## src/rtl/gpx_pkg.sv

```systemverilog
package gpx_pkg;
  localparam int IDX_W = 4;

  localparam logic [IDX_W-1:0] RI_DIR  = 4'd0;
  localparam logic [IDX_W-1:0] RI_POL  = 4'd1;
  localparam logic [IDX_W-1:0] RI_IEN  = 4'd2;
  localparam logic [IDX_W-1:0] RI_CMP  = 4'd3;
  localparam logic [IDX_W-1:0] RI_ICTL = 4'd4;
  localparam logic [IDX_W-1:0] RI_CFG  = 4'd5;
  localparam logic [IDX_W-1:0] RI_PUP  = 4'd6;
  localparam logic [IDX_W-1:0] RI_FLG  = 4'd7;
  localparam logic [IDX_W-1:0] RI_CAP  = 4'd8;
  localparam logic [IDX_W-1:0] RI_PRT  = 4'd9;
  localparam logic [IDX_W-1:0] RI_LAT  = 4'd10;
  localparam logic [IDX_W-1:0] RI_LAST = RI_LAT;

  localparam int CFG_ICC     = 0;
  localparam int CFG_SEQ_OFF = 5;
  localparam logic [7:0] CFG_MASK = 8'h6F;
endpackage

```

## src/rtl/gpx_addr_ptr.sv

```systemverilog
module gpx_addr_ptr #(
  parameter int ADDR_W    = 5,
  parameter int LAST_ADDR = 21
) (
  input  logic              clk,
  input  logic              rst,
  input  logic              ld,
  input  logic [ADDR_W-1:0] ld_addr,
  input  logic              access,
  input  logic              seq_en,
  output logic [ADDR_W-1:0] acc_addr,
  output logic [ADDR_W-1:0] ptr_q
);
  localparam logic [ADDR_W-1:0] LAST = ADDR_W'(LAST_ADDR);

  logic [ADDR_W-1:0] next_addr;

  always_comb begin
    acc_addr  = ld ? ld_addr : ptr_q;
    next_addr = (acc_addr >= LAST) ? '0 : acc_addr + 1'b1;
  end

  always_ff @(posedge clk) begin
    if (rst)
      ptr_q <= '0;
    else if (access)
      ptr_q <= seq_en ? next_addr : acc_addr;
    else if (ld)
      ptr_q <= ld_addr;
  end

  // stepping past the last address returns to zero
  a_r9_wrap: assert property (@(posedge clk) disable iff (rst)
    (access && seq_en && acc_addr == LAST) |=> (ptr_q == '0));

  // with stepping disabled the pointer stays on the accessed address
  a_r10_hold: assert property (@(posedge clk) disable iff (rst)
    (access && !seq_en) |=> (ptr_q == $past(acc_addr)));
endmodule

```

## src/rtl/gpx_bank.sv

```systemverilog
module gpx_bank
  import gpx_pkg::*;
#(
  parameter int W = 8
) (
  input  logic             clk,
  input  logic             rst,
  input  logic             wr,
  input  logic [IDX_W-1:0] idx,
  input  logic [W-1:0]     wdata,
  input  logic [W-1:0]     pin_in,
  input  logic [W-1:0]     flag_in,
  input  logic [W-1:0]     cap_in,
  output logic [W-1:0]     rd_byte,
  output logic [W-1:0]     dir_q,
  output logic [W-1:0]     ien_q,
  output logic [W-1:0]     cmp_q,
  output logic [W-1:0]     ictl_q,
  output logic [W-1:0]     pup_q,
  output logic [W-1:0]     lat_q
);
  logic [W-1:0] pol_q;

  always_ff @(posedge clk) begin
    if (rst) begin
      dir_q  <= '1;
      pol_q  <= '0;
      ien_q  <= '0;
      cmp_q  <= '0;
      ictl_q <= '0;
      pup_q  <= '0;
      lat_q  <= '0;
    end else if (wr) begin
      case (idx)
        RI_DIR:         dir_q  <= wdata;
        RI_POL:         pol_q  <= wdata;
        RI_IEN:         ien_q  <= wdata;
        RI_CMP:         cmp_q  <= wdata;
        RI_ICTL:        ictl_q <= wdata;
        RI_PUP:         pup_q  <= wdata;
        RI_PRT, RI_LAT: lat_q  <= wdata;
        default: ;
      endcase
    end
  end

  always_comb begin
    case (idx)
      RI_DIR:  rd_byte = dir_q;
      RI_POL:  rd_byte = pol_q;
      RI_IEN:  rd_byte = ien_q;
      RI_CMP:  rd_byte = cmp_q;
      RI_ICTL: rd_byte = ictl_q;
      RI_PUP:  rd_byte = pup_q;
      RI_FLG:  rd_byte = flag_in;
      RI_CAP:  rd_byte = cap_in;
      RI_PRT:  rd_byte = pin_in ^ pol_q;
      RI_LAT:  rd_byte = lat_q;
      default: rd_byte = '0;
    endcase
  end

  // reset leaves every pin an input with a cleared latch
  a_r1_reset_state: assert property (@(posedge clk)
    rst |=> (dir_q == '1 && lat_q == '0 && pup_q == '0));

  // a port write lands in the output latch
  a_r6_port_to_latch: assert property (@(posedge clk) disable iff (rst)
    (wr && idx == RI_PRT) |=> (lat_q == $past(wdata)));
endmodule

```

## src/rtl/gpx_regfile.sv

```systemverilog
module gpx_regfile
  import gpx_pkg::*;
#(
  parameter int BANK_W = 8,
  parameter int ADDR_W = 5
) (
  input  logic                    clk,
  input  logic                    rst,
  input  logic                    host_ld,
  input  logic [ADDR_W-1:0]       host_addr,
  input  logic                    host_wr,
  input  logic                    host_rd,
  input  logic [7:0]              host_wdata,
  output logic [7:0]              host_rdata,
  input  logic [2*BANK_W-1:0]     pin_in,
  input  logic [2*BANK_W-1:0]     flag_in,
  input  logic [2*BANK_W-1:0]     cap_in,
  output logic [2*BANK_W-1:0]     pin_is_in,
  output logic [2*BANK_W-1:0]     pin_out,
  output logic [2*BANK_W-1:0]     pin_pu,
  output logic [2*BANK_W-1:0]     ien_q,
  output logic [2*BANK_W-1:0]     cmp_q,
  output logic [2*BANK_W-1:0]     ictl_q,
  output logic [7:0]              cfg_q,
  output logic [1:0]              intr_clr
);
  localparam int NBANK     = 2;
  localparam int LAST_ADDR = 2 * int'(RI_LAST) + 1;

  logic              access;
  logic              seq_en;
  logic [ADDR_W-1:0] acc_addr;
  logic [ADDR_W-1:0] ptr_q;
  logic [IDX_W-1:0]  acc_idx;
  logic              acc_bank;
  logic              acc_valid;
  logic [7:0]        rd_mux;
  logic [BANK_W-1:0] bank_rd [NBANK];
  logic [1:0]        clr_next;

  assign access   = host_rd | host_wr;
  assign seq_en   = ~cfg_q[CFG_SEQ_OFF];
  assign acc_idx  = IDX_W'(acc_addr >> 1);
  assign acc_bank = acc_addr[0];
  assign acc_valid = (acc_addr >> 1) <= ADDR_W'(RI_LAST);

  gpx_addr_ptr #(
    .ADDR_W   (ADDR_W),
    .LAST_ADDR(LAST_ADDR)
  ) u_ptr (
    .clk     (clk),
    .rst     (rst),
    .ld      (host_ld),
    .ld_addr (host_addr),
    .access  (access),
    .seq_en  (seq_en),
    .acc_addr(acc_addr),
    .ptr_q   (ptr_q)
  );

  for (genvar b = 0; b < NBANK; b++) begin : g_bank
    logic bank_wr;
    assign bank_wr = host_wr && acc_valid && (acc_bank == 1'(b));

    gpx_bank #(.W(BANK_W)) u_bank (
      .clk    (clk),
      .rst    (rst),
      .wr     (bank_wr),
      .idx    (acc_idx),
      .wdata  (host_wdata),
      .pin_in (pin_in[b*BANK_W +: BANK_W]),
      .flag_in(flag_in[b*BANK_W +: BANK_W]),
      .cap_in (cap_in[b*BANK_W +: BANK_W]),
      .rd_byte(bank_rd[b]),
      .dir_q  (pin_is_in[b*BANK_W +: BANK_W]),
      .ien_q  (ien_q[b*BANK_W +: BANK_W]),
      .cmp_q  (cmp_q[b*BANK_W +: BANK_W]),
      .ictl_q (ictl_q[b*BANK_W +: BANK_W]),
      .pup_q  (pin_pu[b*BANK_W +: BANK_W]),
      .lat_q  (pin_out[b*BANK_W +: BANK_W])
    );
  end

  always_comb begin
    if (!acc_valid)
      rd_mux = '0;
    else if (acc_idx == RI_CFG)
      rd_mux = cfg_q;
    else
      rd_mux = 8'(bank_rd[acc_bank]);

    clr_next = '0;
    if (host_rd && acc_valid &&
        (acc_idx == RI_PRT || (acc_idx == RI_CAP && cfg_q[CFG_ICC])))
      clr_next[acc_bank] = 1'b1;
  end

  always_ff @(posedge clk) begin
    if (rst) begin
      cfg_q      <= '0;
      host_rdata <= '0;
      intr_clr   <= '0;
    end else begin
      if (host_wr && acc_valid && acc_idx == RI_CFG)
        cfg_q <= host_wdata & CFG_MASK;
      if (host_rd)
        host_rdata <= rd_mux;
      intr_clr <= clr_next;
    end
  end

  // a clear pulse only follows a read strobe
  a_r11_clr_after_read: assert property (@(posedge clk) disable iff (rst)
    (intr_clr != 2'b00) |-> $past(host_rd));

  // at most one bank is cleared per cycle
  a_r11_one_bank: assert property (@(posedge clk) disable iff (rst)
    $onehot0(intr_clr));

  // read data only moves after a read strobe
  a_r14_rdata_hold: assert property (@(posedge clk) disable iff (rst)
    !host_rd |=> $stable(host_rdata));

  // reserved configuration bits never become set
  a_r8_cfg_reserved: assert property (@(posedge clk) disable iff (rst)
    host_wr |=> (cfg_q[7] == 1'b0 && cfg_q[4] == 1'b0));
endmodule

```

## config.mk

```make
export PLATFORM = sky130hd
export DESIGN_NAME = gpx_regfile
export DESIGN_NICKNAME = d
export VERILOG_FILES = /design/src/rtl/gpx_pkg.sv /design/src/rtl/gpx_addr_ptr.sv /design/src/rtl/gpx_bank.sv /design/src/rtl/gpx_regfile.sv
export SDC_FILE = /design/constraint.sdc
export NUM_CORES = 1
export LEC_CHECK = 0
export CAP_MARGIN = 25
export CORE_MARGIN = 1.5
export CORE_UTILIZATION = 45
export CTS_CLUSTER_SIZE = 24
export DETAILED_ROUTE_END_ITERATION = 7
export DONT_BUFFER_PORTS = 1
export PLACE_DENSITY_LB_ADDON = 0.2
export SETUP_SLACK_MARGIN = 0.05
export SKIP_LAST_GASP = 1
export SLEW_MARGIN = 10
export SYNTH_ARGS = -nofsm -noshare
export SYNTH_HDL_FRONTEND = slang
export SYNTH_HIERARCHICAL = 1
export SYNTH_SLANG_ARGS = --single-unit
```

## constraint.sdc

```tcl
create_clock -name clk -period 6 [get_ports clk]
set_input_delay 0.3 -clock clk [delete_from_list [all_inputs] [get_ports clk]]
set_output_delay 0.3 -clock clk [all_outputs]
set_load 0.05 [all_outputs]
```

==> flow_metrics.tcl <==
set metrics [dict create \
    slowest_delay_ns 0.53 \
    crit_path_frequent_cell "mux2i_1" \
    cts_tree "built" \
    io_buffers 0 \
    vias_per_cell 6.23 \
    critPathLaunchType "register" \
    setup_tns_ns 0 \
    cts_num_sinks 133 \
    synth_ff_type "dfxtp_1" \
    crit_path_top_delay_cell "nor3b_1" \
    place_ws_ns 2.61 \
    syn_area_um2 6960 \
    critical_path_class "reg2reg" \
    yosysWarnings 6 \
    grtUsageMet1_pct 36.2 \
    ys_seq_area_share_pct 38.2 \
    postCtsSetupRepairBufs 0 \
    yosysTopAreaCell "dfxtp_1" \
    ios 180 \
    place_congestion 0.932 \
    die-width_um 127 \
    crit_fanout 33 \
    worstPathArrival_ns 3.71 \
    antenna_left 0 \
    vdd_drop_max_mv 0.203 \
    clock_path_buffers 2 \
    drc_errors 0 \
    grt_antenna_before_repair 0 \
    grt_use_total_pct 28.7 \
    min_period_ns 3.43 \
    hpwl_um 15300 \
    cts-htree-levels 4 \
    crit_path_end_kind "register" \
    drt_iter0_drc 520 \
    cts_resized 0 \
    cts_made_buffers 17 \
    period_share_pct 57.1 \
    vias 5852 \
    initial_core_util_pct 46.0 \
    power.density_nw_per_um2 315 \
    setup_viol 0 \
    fillers 1380 \
    clk_pin_slew_ns 0.06 \
    hold_class "in2reg" \
    critPathTopFamily "simple AND/OR/NAND/NOR gates" \
    detail_route.wl_per_cell_um 24.5 \
    yosysUniqueCellTypes 61 \
    cellLeakagePower_uw 0.00297 \
    fmax_mhz 292 \
    path_cells "mux2i_1 -> inv_2 -> buf_4 -> a21o_1 -> a211oi_1 -> nor3b_1 -> nand3b_1 -> mux2i_1 -> nor2_1" \
    die_h_um 127 \
    drive_gt1_share_pct 10.7 \
    final_nets 806 \
    antenna_cells 0 \
    grt_overflow 0 \
    syn_to_final_growth_pct 10.4 \
    grt_pass1_wl_um 34700 \
    die-area_um2 16200 \
    synth_seq_cells 133 \
    slew_violations 0 \
    grt-busiest-layer "met2" \
    worst_pin_slew_ns 0.961 \
    clock_latency_ns 0.42 \
    hold_viol_final 0 \
    grt_max_degree 111 \
    most-common-layout-cells "133 x dfxtp_1, 125 x nor2_1, 119 x mux2i_1, 55 x nand2_1, 21 x nand3b_1" \
    status "finished clean" \
    cts-hold-fix-buffers 9 \
    core_um2 15100 \
    wl_um 23000 \
    layout_commonest_cell "dfxtp_1" \
    finClkSkew_ns 0.00558 \
    grt_pass1_vias 5652 \
    async_flop_share_pct 0 \
    use_met3_pct 9.17 \
    path_buf_inv 2 \
    cts_root_buf "clkbuf_16" \
    syn_inst 753 \
    synth_top_area_share_pct 38.2 \
    slew_headroom_pct 35.4 \
    crit_required_ns 6.29 \
    num_rows 45 \
    dr.pass1.iters 7 \
    rsz0062_at_grt "false" \
    synth_area_leaders "dfxtp_1 38%, mux2i_1 17%, nor2_1 6.7%, nand2_1 3.0%, nand3b_1 2.3%" \
    synth_edf_count 0 \
    maxCapViolations 0 \
    syn_avg_cell_area_um2 9.25 \
    layout_setup_ws_ns 2.57 \
    grt_use_met2_pct 45.2 \
]
[through the flow]
stage          hold WS [ns]  instance area [µm²]  cells  power (µW)  util, %
2_1_floorplan         0.421                 6970    754        1270        -
3_3_place_gp          0.394                 6950    896        1320     45.9
3_5_place_dp          0.396                 6960    898        1330     46.0
4_1_cts             0.00458                 7690    939        2430     50.8
5_1_grt              0.0130                 7690    939        2500     50.8
6_report             0.0256                 7690    939        2420     50.8
[layout make-up]
cell class	count	area [µm²]	share of cell area [%]
sequential	133	2660	34.6
multi-input combinational	561	3980	51.8
clock inverter	10	146	1.90
inverter	10	37.5	0.488
clock buffer	22	474	6.17
timing repair buffer	15	153	1.99
tap	188	235	3.06
[state kept, by name (all words and copies together) (netlist names)]
name / count
cfg_q: 6
g_bank.u_bank/cmp_q: 16
g_bank.u_bank/dir_q: 16
g_bank.u_bank/ictl_q: 16
g_bank.u_bank/ien_q: 16
g_bank.u_bank/lat_q: 16
g_bank.u_bank/pol_q: 16
g_bank.u_bank/pup_q: 16
host_rdata: 8
intr_clr: 2
u_ptr/ptr_q: 5
[synth_stat cells, types with 3 or more instances]
cell type  instances
dfxtp_1          133
nor2_1           125
mux2i_1          119
nand2_1           56
nand3b_1          21
a22oi_1           20
clkbuf_1          20
nor2b_1           14
xor2_1            14
buf_4             13
o21ai_0           13
buf_2             12
mux2_2            12
a211oi_1          11
nand3_1           11
a221oi_1          10
a22o_1            10
inv_1             10
a21oi_1            9
and2_1             8
xnor2_1            8
nand2b_1           7
nor3_1             7
o22ai_1            6
o31ai_2            6
buf_6              5
o211ai_1           5
nor3b_1            4
o21ai_1            4
or3b_2             4
a21o_1             3
[cells by family (layout without fill, tap and decap cells)]
group,after synthesis,count (layout),share of synthesized area (%)
AND/OR/NAND/NOR,282,282,20.9
multiplexers,134,134,20.0
flip-flops,133,133,38.2
AO/OA/AOI/OAI,119,119,13.0
buffers and inverters,60,57,4.69
XOR/XNOR,22,22,2.77
adder cells (fa/ha/maj),2,2,0.359
other,1,2,0.0539
[final timing paths]
| kind | endpoint | startpoint | slack, ns | cells past startpoint |
|---|---|---|---|---|
| worst max register to register | g_bank[1].u_bank/pol_q[6]$_SDFFE_PP0P_ | u_ptr/ptr_q[3]$_SDFF_PP0_ | 2.57 | 9 |
| worst min-delay path | g_bank[1].u_bank/dir_q[0]$_SDFFE_PP1P_ | host_wdata[0] | 0.03 | 2 |
| worst max-delay path | g_bank[1].u_bank/pol_q[6]$_SDFFE_PP0P_ | u_ptr/ptr_q[3]$_SDFF_PP0_ | 2.57 | 9 |
| worst min register to register | g_bank[0].u_bank/pol_q[7]$_SDFFE_PP0P_ | g_bank[0].u_bank/pol_q[7]$_SDFFE_PP0P_ | 0.55 | 2 |
[where the power goes]
| part | switching (µW) | internal (µW) |
|---|---|---|
| Sequential | 88.2 | 908 |
| Clock | 395 | 689 |
| Combinational | 211 | 128 |
[routing by layer]
| layer | share of wire, % | wire (µm) |
|---|---|---|
| met3 | 9.4 | 2160 |
| met1 | 41 | 9510 |
| met4 | 2.6 | 610 |
| met2 | 47 | 10700 |
| met5 | 0 | 0 |
Power figures use the tool's default switching activity.
